[src/rtl/xfer_link_resolver.sv]
module xfer_link_resolver #(
  parameter logic [15:0] GFT_BASE = 16'h0100,
  parameter int MAX_HOPS = 4
) (
  input  logic        clk,
  input  logic        rst_n,
  input  logic        start,
  input  logic [15:0] link_in,
  input  logic        arm,
  output logic        mem_req,
  output logic [15:0] mem_addr,
  input  logic [15:0] mem_rdata,
  output logic        busy,
  output logic        done,
  output logic        trap,
  output logic [2:0]  trap_cause,
  output logic [15:0] trap_param,
  output logic [15:0] frame_ptr,
  output logic [15:0] gframe,
  output logic [15:0] code_base,
  output logic [15:0] new_pc,
  output logic [7:0]  fsi
);
  localparam int HW = $clog2(MAX_HOPS + 1);
  localparam logic [2:0] C_UNBOUND = 3'd1;
  localparam logic [2:0] C_SWAPPED = 3'd2;
  localparam logic [2:0] C_FAULT   = 3'd3;
  localparam logic [2:0] C_XFER    = 3'd4;

  typedef enum logic [3:0] {
    S_IDLE, S_DEC, S_IREQ, S_IWAIT, S_RA, S_RB, S_RC, S_CREQ, S_CWAIT
  } state_t;

  state_t      state;
  logic [15:0] cur, base, w0, w1, gf, cb;
  logic [HW-1:0] hops;
  logic        armed, is_desc, head;
  logic [15:0] ev_idx;

  assign busy   = (state != S_IDLE);
  assign ev_idx = w1 + {11'd0, cur[6:2]};

  always_comb begin
    mem_req  = 1'b0;
    mem_addr = 16'd0;
    case (state)
      S_IREQ: begin mem_req = 1'b1; mem_addr = cur;         end
      S_RA:   begin mem_req = 1'b1; mem_addr = base;        end
      S_RB:   begin mem_req = 1'b1; mem_addr = base + 16'd1; end
      S_CREQ: begin mem_req = 1'b1; mem_addr = gf;          end
      default: ;
    endcase
  end

  always_ff @(posedge clk) begin
    if (!rst_n) begin
      state <= S_IDLE;
      cur <= '0; base <= '0; w0 <= '0; w1 <= '0; gf <= '0; cb <= '0;
      hops <= '0; armed <= 1'b0; is_desc <= 1'b0; head <= 1'b0;
      done <= 1'b0; trap <= 1'b0; trap_cause <= '0; trap_param <= '0;
      frame_ptr <= '0; gframe <= '0; code_base <= '0; new_pc <= '0; fsi <= '0;
    end else begin
      done <= 1'b0;
      trap <= 1'b0;
      case (state)
        S_IDLE: if (start) begin
          cur  <= link_in;
          hops <= '0;
          if (armed) begin
            armed <= 1'b0;
            trap <= 1'b1; trap_cause <= C_XFER; trap_param <= link_in;
          end else state <= S_DEC;
        end
        S_DEC: case (cur[1:0])
          2'b00: if (cur == 16'd0) begin
                   trap <= 1'b1; trap_cause <= C_UNBOUND; trap_param <= cur;
                   state <= S_IDLE;
                 end else begin
                   base <= cur; is_desc <= 1'b0; head <= 1'b1; state <= S_RA;
                 end
          2'b01: begin
                   base <= GFT_BASE + {6'd0, cur[15:7], 1'b0};
                   is_desc <= 1'b1; head <= 1'b1; state <= S_RA;
                 end
          2'b10: if (hops == HW'(MAX_HOPS)) begin
                   trap <= 1'b1; trap_cause <= C_FAULT; trap_param <= cur;
                   state <= S_IDLE;
                 end else begin
                   hops <= hops + 1'b1; state <= S_IREQ;
                 end
          default: begin
                   trap <= 1'b1; trap_cause <= C_UNBOUND; trap_param <= cur;
                   state <= S_IDLE;
                 end
        endcase
        S_IREQ:  state <= S_IWAIT;
        S_IWAIT: begin cur <= mem_rdata; state <= S_DEC; end
        S_RA:    state <= S_RB;
        S_RB:    begin w0 <= mem_rdata; state <= S_RC; end
        S_RC: if (head) begin
          if (w0 == 16'd0) begin
            trap <= 1'b1; trap_cause <= C_UNBOUND; trap_param <= cur;
            state <= S_IDLE;
          end else begin
            gf <= w0; w1 <= mem_rdata; state <= S_CREQ;
          end
        end else begin
          done <= 1'b1;
          frame_ptr <= 16'd0; gframe <= gf; code_base <= cb;
          new_pc <= w0; fsi <= mem_rdata[7:0];
          state <= S_IDLE;
        end
        S_CREQ: state <= S_CWAIT;
        S_CWAIT: if (mem_rdata[0]) begin
          trap <= 1'b1; trap_cause <= C_SWAPPED; trap_param <= cur;
          state <= S_IDLE;
        end else if (!is_desc) begin
          done <= 1'b1;
          frame_ptr <= cur; gframe <= gf; code_base <= mem_rdata;
          new_pc <= w1; fsi <= 8'd0;
          state <= S_IDLE;
        end else begin
          cb   <= mem_rdata;
          base <= mem_rdata + {ev_idx[14:0], 1'b0};
          head <= 1'b0;
          state <= S_RA;
        end
        default: state <= S_IDLE;
      endcase
      if (arm) armed <= 1'b1;
    end
  end

  AST_ONE_OUTCOME: assert property (@(posedge clk) disable iff (!rst_n) !(done && trap));
  AST_REQ_WHILE_BUSY: assert property (@(posedge clk) disable iff (!rst_n) mem_req |-> busy);
  AST_HOP_LIMIT: assert property (@(posedge clk) disable iff (!rst_n) hops <= HW'(MAX_HOPS));
  AST_FAULT_AT_LIMIT: assert property (@(posedge clk) disable iff (!rst_n)
    (trap && trap_cause == C_FAULT) |-> hops == HW'(MAX_HOPS));
  AST_NO_ODD_CODE: assert property (@(posedge clk) disable iff (!rst_n) done |-> !code_base[0]);
  AST_XFER_NEEDS_ARM: assert property (@(posedge clk) disable iff (!rst_n)
    (trap && trap_cause == C_XFER) |-> $past(armed));
  AST_XFER_NO_READ: assert property (@(posedge clk) disable iff (!rst_n)
    (trap && trap_cause == C_XFER) |-> !busy);
endmodule

[config.mk]
export PLATFORM = sky130hd
export DESIGN_NAME = xfer_link_resolver
export DESIGN_NICKNAME = d
export VERILOG_FILES = /design/src/rtl/xfer_link_resolver.sv
export SDC_FILE = /design/constraint.sdc
export NUM_CORES = 1
export LEC_CHECK = 0
export BUFFER_PORTS_ARGS = -buffer_cell sky130_fd_sc_hd__buf_2
export CAP_MARGIN = 0
export CORE_MARGIN = 2
export CORE_UTILIZATION = 50
export CTS_CLUSTER_DIAMETER = 120
export CTS_CLUSTER_SIZE = 24
export DETAILED_ROUTE_END_ITERATION = 10
export GPL_ROUTABILITY_DRIVEN = 0
export PLACE_DENSITY = 0.81
export REMOVE_ABC_BUFFERS = 1
export SYNTH_ARGS = -nofsm -noshare
export SYNTH_HDL_FRONTEND = slang
export SYNTH_SLANG_ARGS = --single-unit
[constraint.sdc]
create_clock -name clk -period 3.9 [get_ports clk]
set_clock_uncertainty 0.2 [all_clocks]
set_input_delay 0.195 -clock clk [delete_from_list [all_inputs] [get_ports clk]]
set_output_delay 0.195 -clock clk [all_outputs]
set_load 0.01 [all_outputs]
# After elaboration in Yosys (flattened, before gate mapping)
# Cells that the tools add are included.
totals:
  output_inout_bits: 111
  reg_bits: 198
classes:
  eq_ne: 29
  n_reduce_logical: 24
  bitwise: 2
  addsub: 5
  n_mux: 84
op_table:
  columns: ["operator", "count"]
  rows:
  - ["$mux 16", 23]
  - ["$pmux 16 s2", 7]
  - ["$pmux 16 s4", 2]
  - ["$pmux 16 s3", 1]
  - ["$mux 3", 14]
  - ["$pmux 4 s9", 1]
  - ["$logic_not 16->1", 2]
  - ["$ne 2x2->1 const B", 14]
  - ["$mux 8", 3]
  - ["$mux 1", 18]
  - ["$add 16x1->16 const B", 1]
  - ["$add 16x16->16", 1]
  - ["$eq 4x3->1 const B", 4]
  - ["$pmux 8 s2", 1]
  - ["$add 15x5->15", 1]
  - ["$reduce_bool 2->1", 7]
  - ["$mux 4", 3]
  - ["$pmux 3 s4", 1]
  - ["$pmux 4 s3", 1]
  - ["$add 9x10->11 const A", 1]
  - ["$ne 3x3->1 const B", 3]
  - ["$pmux 3 s3", 1]
  - ["$reduce_and 3->1", 3]
  - ["$reduce_and 9->1", 1]
  - ["21 further kinds", 30]

# Longest topological paths before layout
# Gate-level depths: netlist of the first run.
logic_depth:
  depth_word: 5
  ltp_mapped: 16
  mapped_depth_nobuf: 16

# Worst setup path before layout of the first run
# OpenSTA, ideal clock, no wires.
synth_timing:
  path_kind: "register to register"
  from: "register cur[2]"
  to: "register base[15]"
  period_less_slack_ps: 3421
  path_slack_ps: 479
  t_arrival_ps: 3088
  path_buffers: 0
  stages_incl_launch_ff: 17
  t_required_ps: 3567
  cell_sequence: "dfxtp_1 > ha_1 > inv_1 > fa_1 > nor2b_1 > nor2_1 > nor2_1 > o21a_1 > o21ai_0 > xnor2_1 > ha_1 > nand2_1 > nor3_1 > o211a_1 > o211ai_1 > a2111oi_0 > nor3b_1"
synth_via:
  elab_chain_len: 5
  elab_cells_between_ends: 8
synth_rtl:
  columns: ["element", "line", "source"]
  rows:
  - ["from (decl)", "35", "logic [15:0] cur, base, w0, w1, gf, cb;"]
  - ["from (signal assigned)", "67", "cur <= link_in;"]
  - ["$add 15x5->15", "41", "assign ev_idx = w1 + {11'd0, cur[6:2]};"]
  - ["$add 16x16->16", "124", "base <= mem_rdata + {ev_idx[14:0], 1'b0};"]
  - ["$mux 16", "117", "end else if (!is_desc) begin"]
  - ["$mux 16", "114", "S_CWAIT: if (mem_rdata[0]) begin"]
  - ["$pmux 16 s2", "65", "case (state)"]
  - ["to (signal assigned)", "82", "base <= GFT_BASE + {6'd0, cur[15:7], 1'b0};"]
  - ["to (signal assigned)", "124", null]
  - ["to (decl)", "35", null]
# Several ways; a longest one is shown, not always the timed one. The select of a mux whose other input is x is not followed.
# A chain may end at the register's enable or synchronous reset.

# Worst setup path in the final report of the first run
layout_timing:
  from: "register w1[0]"
  to: "register base[15]"
layout_via:
  elab_chain_len: 5
layout_rtl:
  columns: ["element", "line", "source"]
  rows:
  - ["from (decl)", "35", null]
  - ["from (signal assigned)", "58", "cur <= '0; base <= '0; w0 <= '0; w1 <= '0; gf <= '0; cb <= '0;"]
  - ["from (signal assigned)", "105", "gf <= w0; w1 <= mem_rdata; state <= S_CREQ;"]
  - ["$add 15x5->15", "41", null]
  - ["$add 16x16->16", "124", null]
  - ["$mux 16", "117", null]
  - ["$mux 16", "114", null]
  - ["$pmux 16 s2", "65", null]
# Every way passes these cells. The select of a mux whose other input is x is not followed.

==> summary.md, run 1 <==
| Metric | Value |
|---|---|
| Status | `finished, final reports clean` |
| Chip Height | `143.9 um` |
| Initial antenna violation count | `0` |
| WL final | `30720 um` |
| CTS root buf | `clkbuf_16` |
| Area growth syn-to-layout | `19.87%` |
| Mapped Cells | `1207` |
| Syn_area_per_cell | `8.108 um2` |
| Num rows | `51` |
| Worst R2R Start | `w1[0]` |
| Largest net degree at the start of global routing | `117` |
| Yosys reg bits | `197` |
| Comb power frac | `16.3%` |
| # nets final | `1415` |
| Fill cell count | `1667` |
| Crit end category | `flop` |
| Core area | `0.01933 mm2` |
| Post-synth EDFFs | `0` |
| Switching pwr | `0.001361 W` |
| Worst R2R End | `base[15]` |
| First-pass GRT wire length | `48160 um` |
| Internal | `0.003394 W` |
| Main flop type after synthesis | `dfxtp_1` |
| Port bufs | `145` |
| Die W | `143.9 um` |
| TritonCTS Sinks | `197` |
| Slew @ Worst Pin | `1.382 ns` |
| Clock Power Share | `37.0%` |
| Final setup fails | `0` |
| Peak supply drop | `0.3197 mV` |
| Worst EP required | `4.02 ns` |
| Pwr/cell area | `405.3 mW/mm2` |
| Die area | `0.02071 mm2` |
| DRC Markers | `0` |
| Final hold slack | `0.04506 ns` |
| Total grt overflow | `0` |
| Slew headroom | `7.457%` |
| Top post-synthesis cells by area | `dfxtp_1 40%, nand2_1 9.2%, mux2i_1 5.4%, a21oi_1 5.4%, nor2_1 5.0%` |
| Slew Limit Fails | `0` |
| Hold Fails Final Rpt | `0` |
| Multi-input gate area in the final layout | `0.005378 mm2` |
| Final Core Density | `60.67%` |
| Final period utilization | `94.78%` |
| Max frequency | `270.5 MHz` |
| Max H-tree Level | `4` |
| Vias in the first global route | `9219` |
| Number of vias per cell | `5.991` |
| GR Util All Layers | `29.63%` |
| Wire per inst | `18.87 um` |
| Final cell count without fillers | `1628` |
| CP Max Fanout | `5` |
| Number of cells after detailed placement | `1551` |
| Tmin final | `3.696 ns` |
| Leakage | `4.866 nW` |
| Min-delay worst type | `in2reg` |
| Clock Path Buffers | `2` |
| Final ANT Viol Nets | `0` |
| Synthesis Warnings | `0` |
| Hold path startpoint | `start` |
| Post-DP HPWL | `20280 um` |
| Synthesized area | `0.009787 mm2` |
| Startpoint types | `flop` |
| Switch share | `28.63%` |
| Sequential area share after synthesis | `40.30%` |
| Initial DRC Count | `1052` |
| CTS tree | `done` |
| Critical path type | `reg2reg` |
| Max-Cap Viols | `0` |
| Ports | `147` |
| Synth area leader | `dfxtp_1` |
| Initial Util | `50.62%` |
| Vias after detailed routing | `9753` |
| Post-synth top area share | `40.30%` |
| N_diodes | `0` |
| CP arrival | `3.81 ns` |
| Share of cells above drive strength 1 | `17.75%` |
| Post-route setup TNS | `0 ns` |
| Worst R2R Path Depth | `16` |
| Post-synthesis cell type count | `76` |
| DR pass1 iterations | `5` |
| WHS Endpoint | `cur[0]` |
| Reg clk slew, reported paths | `0.07 ns` |
| Register area | `0.003944 mm2` |
| Insertion delay to the later sink of the worst-skew pair | `0.44 ns` |
| CTS Buf Count | `17` |
| Async SR Flop Fraction | `0%` |
| R2R Setup Slk | `0.20 ns` |
| Hold Crit Depth | `3` |
| Sequential share of power | `46.7%` |
timing repair:
| action | CTS | global route |
|---|---|---|
| resized for setup | 0 | 9 |
| endpoints found under the hold margin | 111 | 0 |
| hold buffers | 45 | 0 |
| buffers inserted | 0 | 0 |
| endpoints found under the setup margin | 0 | 1 |
worst max-delay path by stage:
stage                     startpoint           end  slack [ns]  cells past startpoint
final                          w1[0]      base[15]        0.20                     16
after floorplan             state[3]  frame_ptr[0]       -0.53                      5
after global placement         w1[0]      base[15]        0.34                     16
after global routing           w1[0]      base[15]       -0.01                     15
after detailed placement       w1[0]      base[15]        0.15                     16
after CTS                      w1[0]      base[15]         0.1                     16
cell type report:
cell class              count  area share [%]
multi-input cells         896           45.84
flip-flops and latches    197           33.62
repair buffers            218           12.03
clock buffers              21           3.925
well taps                 265           2.826
clock inverters            11           1.077
inverters                  20          0.6826
power groups by stage:
stage / combinational [W] / sequential (W) / clock, W
detailed placement: 0.000696 / 0.00226 / 0
finish: 0.000775 / 0.00222 / 0.00176
global placement: 0.000679 / 0.00226 / 0
global route: 0.000832 / 0.00223 / 0.00185
CTS: 0.000745 / 0.00221 / 0.00177
floorplan: 0.000402 / 0.00226 / 0
metal layers:
layer	vias up	GRT usage, %	share of wire (%)
met2	551	45.99	44
met3	117	6.098	9.8
li1	4564	-	-
met5	-	0	0
met4	0	17.08	5.3
met1	4521	38.26	41
critical path, stage by stage (launching register included):
cell       delay, ns
dfxtp_1         0.36
ha_1            0.19
inv_1           0.06
fa_1            0.41
nor2b_2         0.16
nor2_1          0.06
nor2_1          0.12
o21a_1          0.15
o21ai_0         0.10
xnor2_1         0.15
ha_1            0.40
nand2_1         0.15
nor3_2          0.29
o211a_1         0.23
o211ai_1        0.14
a2111oi_2       0.33
nor3b_1         0.09
cell families after synthesis:
family                     after synthesis  share of synthesized area (%)
AOI/OAI and AO/OA                      284                          19.46
muxes                                   53                          5.421
buffers and inverters                  114                          5.267
other                                    1                        0.03832
and+or+nand+nor                        499                          22.97
xor gates and xnor gates                30                          2.685
adders and majority gates               29                          3.861
DFF                                    197                          40.30
cell usage after synthesis, types with 7 or more instances:
master,number
o211ai_1,9
buf_4,7
ha_1,27
nand3_2,10
a21o_1,7
nor2_1,131
o21ai_0,28
nand3_1,45
nand2_1,240
buf_2,16
a21oi_1,105
a22oi_1,11
nand4_1,9
clkbuf_1,64
xnor2_1,19
xor2_1,11
a31oi_1,10
dfxtp_1,197
a211oi_1,21
inv_1,19
nor4_1,7
mux2i_1,53
nor3_1,13
a311oi_1,48
placed cells by master (no fill, tap or decap), types with 4 or more instances in the layout:
cell type,instances
a211oi_1,21
a21o_1,7
a21oi_1,103
a21oi_2,8
a22o_1,4
a22oi_1,11
a311oi_1,48
a31oi_1,10
and3_1,6
and4_1,5
buf_2,145
buf_4,26
clkbuf_16,17
clkinv_4,4
dfxtp_1,197
dlygate4sd3_1,45
ha_1,26
inv_1,19
mux2i_1,53
nand2_1,239
nand3_1,45
nand3_2,10
nand4_1,9
nor2_1,130
nor3_1,12
nor4_1,6
o211ai_1,9
o21ai_0,27
or3_1,6
xnor2_1,18
xor2_1,11
registers in the layout (all words and copies together) (netlist names), 4 cells and up:
name / flops
new_pc: 16
gframe: 16
state: 4
gf: 16
base: 16
trap_param: 16
frame_ptr: 16
code_base: 15
w0: 16
fsi: 8
cb: 15
cur: 16
w1: 16
per-stage QoR:
step | area (um2) | power [W] | worst slack, ns
floorplan | 9346 | 0.002661 | -0.5311
global placement | 10660 | 0.002935 | 0.3403
detailed placement | 10660 | 0.002954 | 0.1452
CTS | 11700 | 0.004730 | 0.09879
global route | 11730 | 0.004906 | -0.01263
finish | 11730 | 0.004755 | 0.2037
No activity file was read; power rests on OpenSTA's default activity.
==> inputs of run 2 (changes only) <==
clock period = 3.45 ns   (was 3.9 ns; I/O delays follow)
==> run 2 against run 1 <==
Effect of this change:
- the flow now finishes with violations (negative setup slack)
- clock power rose by 28%
- cell count grew 1.5%
- first-iteration DRC count increased by 2.9%
- utilization increased by 2.1 points
- combinational power grew 17%
- critical path depth down 2
- worst hold slack improved by 0.039 ns
- wire length rose by 2.3%
- sequential share of layout area down 1.1 points
- critical endpoint unchanged
==> summary.md, run 2 (synthesized netlist as in run 1, its figures left out) <==
| Metric | Value |
|---|---|
| Register area | `0.003946 mm2 (about the same)` |
| Startpoint types | `flop` |
| Slew @ Worst Pin | `1.142 ns (-0.2396 ns)` |
| CP bufs+invs | `0 (-1)` |
| Die area | `0.02071 mm2 (unchanged)` |
| Vias in the first global route | `9119 (-1.1%)` |
| Critical Path Slowest Stage Cell | `ha_1` |
| Routed wl met3 | `3160 um (+4.5%)` |
| Pwr/cell area | `468.0 mW/mm2 (+15%)` |
| Reg clk slew, reported paths | `0.07 ns (about the same)` |
| Slew headroom | `23.86% (+16 points)` |
| Area growth syn-to-layout | `23.92%` |
| Final instance area | `0.01213 mm2 (+3.4%)` |
| Failing checks | `negative setup slack` |
| DR WL met2 | `14090 um (+3.7%)` |
| N_diodes | `0 (unchanged)` |
| Port bufs | `145 (unchanged)` |
| Final ANT Viol Nets | `0 (unchanged)` |
| DR pass1 iterations | `7 (+2)` |
| Number of vias per cell | `6.067 (+1.3%)` |
| CP Max Fanout | `4 (-1)` |
| GR Util All Layers | `29.61% (about the same)` |
| Crit end category | `flop` |
| Slowest stage delay, CP | `0.36 ns (-0.05 ns)` |
| Initial Util | `50.62% (unchanged)` |
| Slew Limit Fails | `0 (unchanged)` |
| Final hold slack | `0.08383 ns (+0.03877 ns)` |
| Multi-input gate area in the final layout | `0.005510 mm2 (+2.5%)` |
| DRC Markers | `0 (unchanged)` |
| Ports | `147 (unchanged)` |
| Chip Height | `143.9 um (unchanged)` |
| Unrepaired setup endpoints after global routing | `true` |
| Clock Power Share | `39.7% (+2.7 points)` |
| Max-Cap Viols | `0 (unchanged)` |
| Core area | `0.01933 mm2 (unchanged)` |
| CP arrival | `3.64 ns (-0.17 ns)` |
| Max H-tree Level | `4 (unchanged)` |
| TritonCTS Sinks | `197 (unchanged)` |
| CTS root buf | `clkbuf_16` |
| Status | `finished with violations` |
| Switching pwr | `0.001572 W (+15%)` |
| Tmin final | `3.517 ns (-0.1793 ns)` |
| Hold Fails Final Rpt | `0 (unchanged)` |
| Internal | `0.004104 W (+21%)` |
| Wire per inst | `19.03 um (+0.83%)` |
| Most Frequent Cell on Critical Path | `ha_1` |
| DRT met1 WL | `12690 um (+1.6%)` |
| Final Core Density | `62.73% (+2.1 points)` |
| Area of placed instances | `0.01077 mm2 (+0.99%)` |
| Switch share | `27.70% (-0.93 points)` |
| Final Worst Setup Slack | `-0.06700 ns (-0.2707 ns)` |
| Worst EP required | `3.58 ns (-0.44 ns)` |
| First-pass GRT wire length | `47670 um (-1.0%)` |
| Final cell count without fillers | `1652 (+1.5%)` |
| Leakage | `5.037 nW (+3.5%)` |
| CTS Buf Count | `17 (unchanged)` |
| Min-delay worst type | `in2reg` |
| Uppermost layer routed | `met4` |
| Num rows | `51 (unchanged)` |
| # nets final | `1439 (+1.7%)` |
| Comb power frac | `15.9% (-0.4 points)` |
| Initial DRC Count | `1082 (+2.9%)` |
| Insertion delay to the later sink of the worst-skew pair | `0.44 ns (about the same)` |
| Fill cell count | `1565 (-6.1%)` |
| Top delay family on crit path | `compound AO/OA/AOI/OAI gates` |
| Critical path type | `reg2reg` |
| Number of cells after detailed placement | `1565 (+0.90%)` |
| Final period utilization | `101.9% (+7.2 points)` |
| DP Worst Slack | `-0.2643 ns (-0.4095 ns)` |
| Most frequent cells in the layout | `234 x nand2_1, 195 x dfxtp_1, 145 x buf_2, 127 x nor2_1, 102 x a21oi_1` |
| Final setup fails | `2 (+2)` |
| CTS tree | `done` |
| Peak supply drop | `0.3693 mV (+16%)` |
| Post-DP HPWL | `20280 um (about the same)` |
| Share of cells above drive strength 1 | `20.91% (+3.2 points)` |
| Die W | `143.9 um (unchanged)` |
| Max frequency | `284.3 MHz (+5.1%)` |
| WL final | `31430 um (+2.3%)` |
| Total grt overflow | `0 (unchanged)` |
| Most common cell after layout, fill and taps aside | `nand2_1` |
| Clock Path Buffers | `2 (unchanged)` |
| Initial antenna violation count | `0 (unchanged)` |
| CP Cell Sequence | `ha_1, a21o_1, a21oi_2, o21ai_0, o211a_1, nand3_1, xnor2_2, ha_1, and4_1, a221oi_1, o21ai_1, o211ai_1, nand4_1, nor3b_1` |
| Largest net degree at the start of global routing | `116 (-0.85%)` |
| Vias after detailed routing | `10.02k (+2.8%)` |
| Sequential share of power | `44.3% (-2.4 points)` |
[run 2: tightest hold or removal path: cells and delay by family]
| family | cells | cell delay, ns |
|---|---|---|
| AO/OA/AOI/OAI | 1 | 0.09 |
| buffers and inverters | 2 | 0.31 |
| AND/OR/NAND/NOR | 1 | 0.09 |
[run 2: final cells by class]
type	count	share of cell area (%)
Multi-Input combinational cell	896	45.43
Clock inverter	13	1.888
Clock buffer	19	3.570
Sequential cell	197	32.54
Inverter	20	0.6603
Timing Repair Buffer	242	13.17
Tap cell	265	2.734
[run 2: repair_timing]
action | 4_1_cts | 5_1_grt
endpoints found under the hold margin | 114 | 0
endpoints found under the setup margin | 8 | 8
cloned | 0 | 0
setup buffers | 0 | 9
hold buffers | 46 | 0
gates resized for setup | 11 | 32
pin swaps | 6 | 27
[run 2: final timing paths]
| path | start | to | slack (ns) | cells after the start |
|---|---|---|---|---|
| max | cur[3] | base[15] | -0.07 | 14 |
| min | start | cur[11] | 0.08 | 4 |
| max reg2reg | cur[3] | base[15] | -0.07 | 14 |
| min reg2reg | gframe[4] | gframe[4] | 0.25 | 2 |
[run 2: per-layer routing]
metal  vias up  track usage, %
li1       4608               -
met1      4698           38.43
met2       583           46.29
met3       133           7.031
met4         0           14.45
met5         -               0
[run 2: power groups by stage]
stage	clock (W)	sequential, W	combinational [W]
final	0.00225	0.00252	0.000905
after global routing	0.00236	0.00253	0.000968
after CTS	0.00226	0.00251	0.000856
after detailed placement	0	0.00256	0.000796
after global placement	0	0.00256	0.000775
after floorplan	0	0.00255	0.000454
[run 2: per-stage QoR]
step                      setup TNS, ns  power [W]
after floorplan                  -98.57   0.003008
after global placement         -0.01591   0.003330
after detailed placement        -0.5643   0.003354
after CTS                             0   0.005620
after global routing            -0.7636   0.005850
final                           -0.1049   0.005676
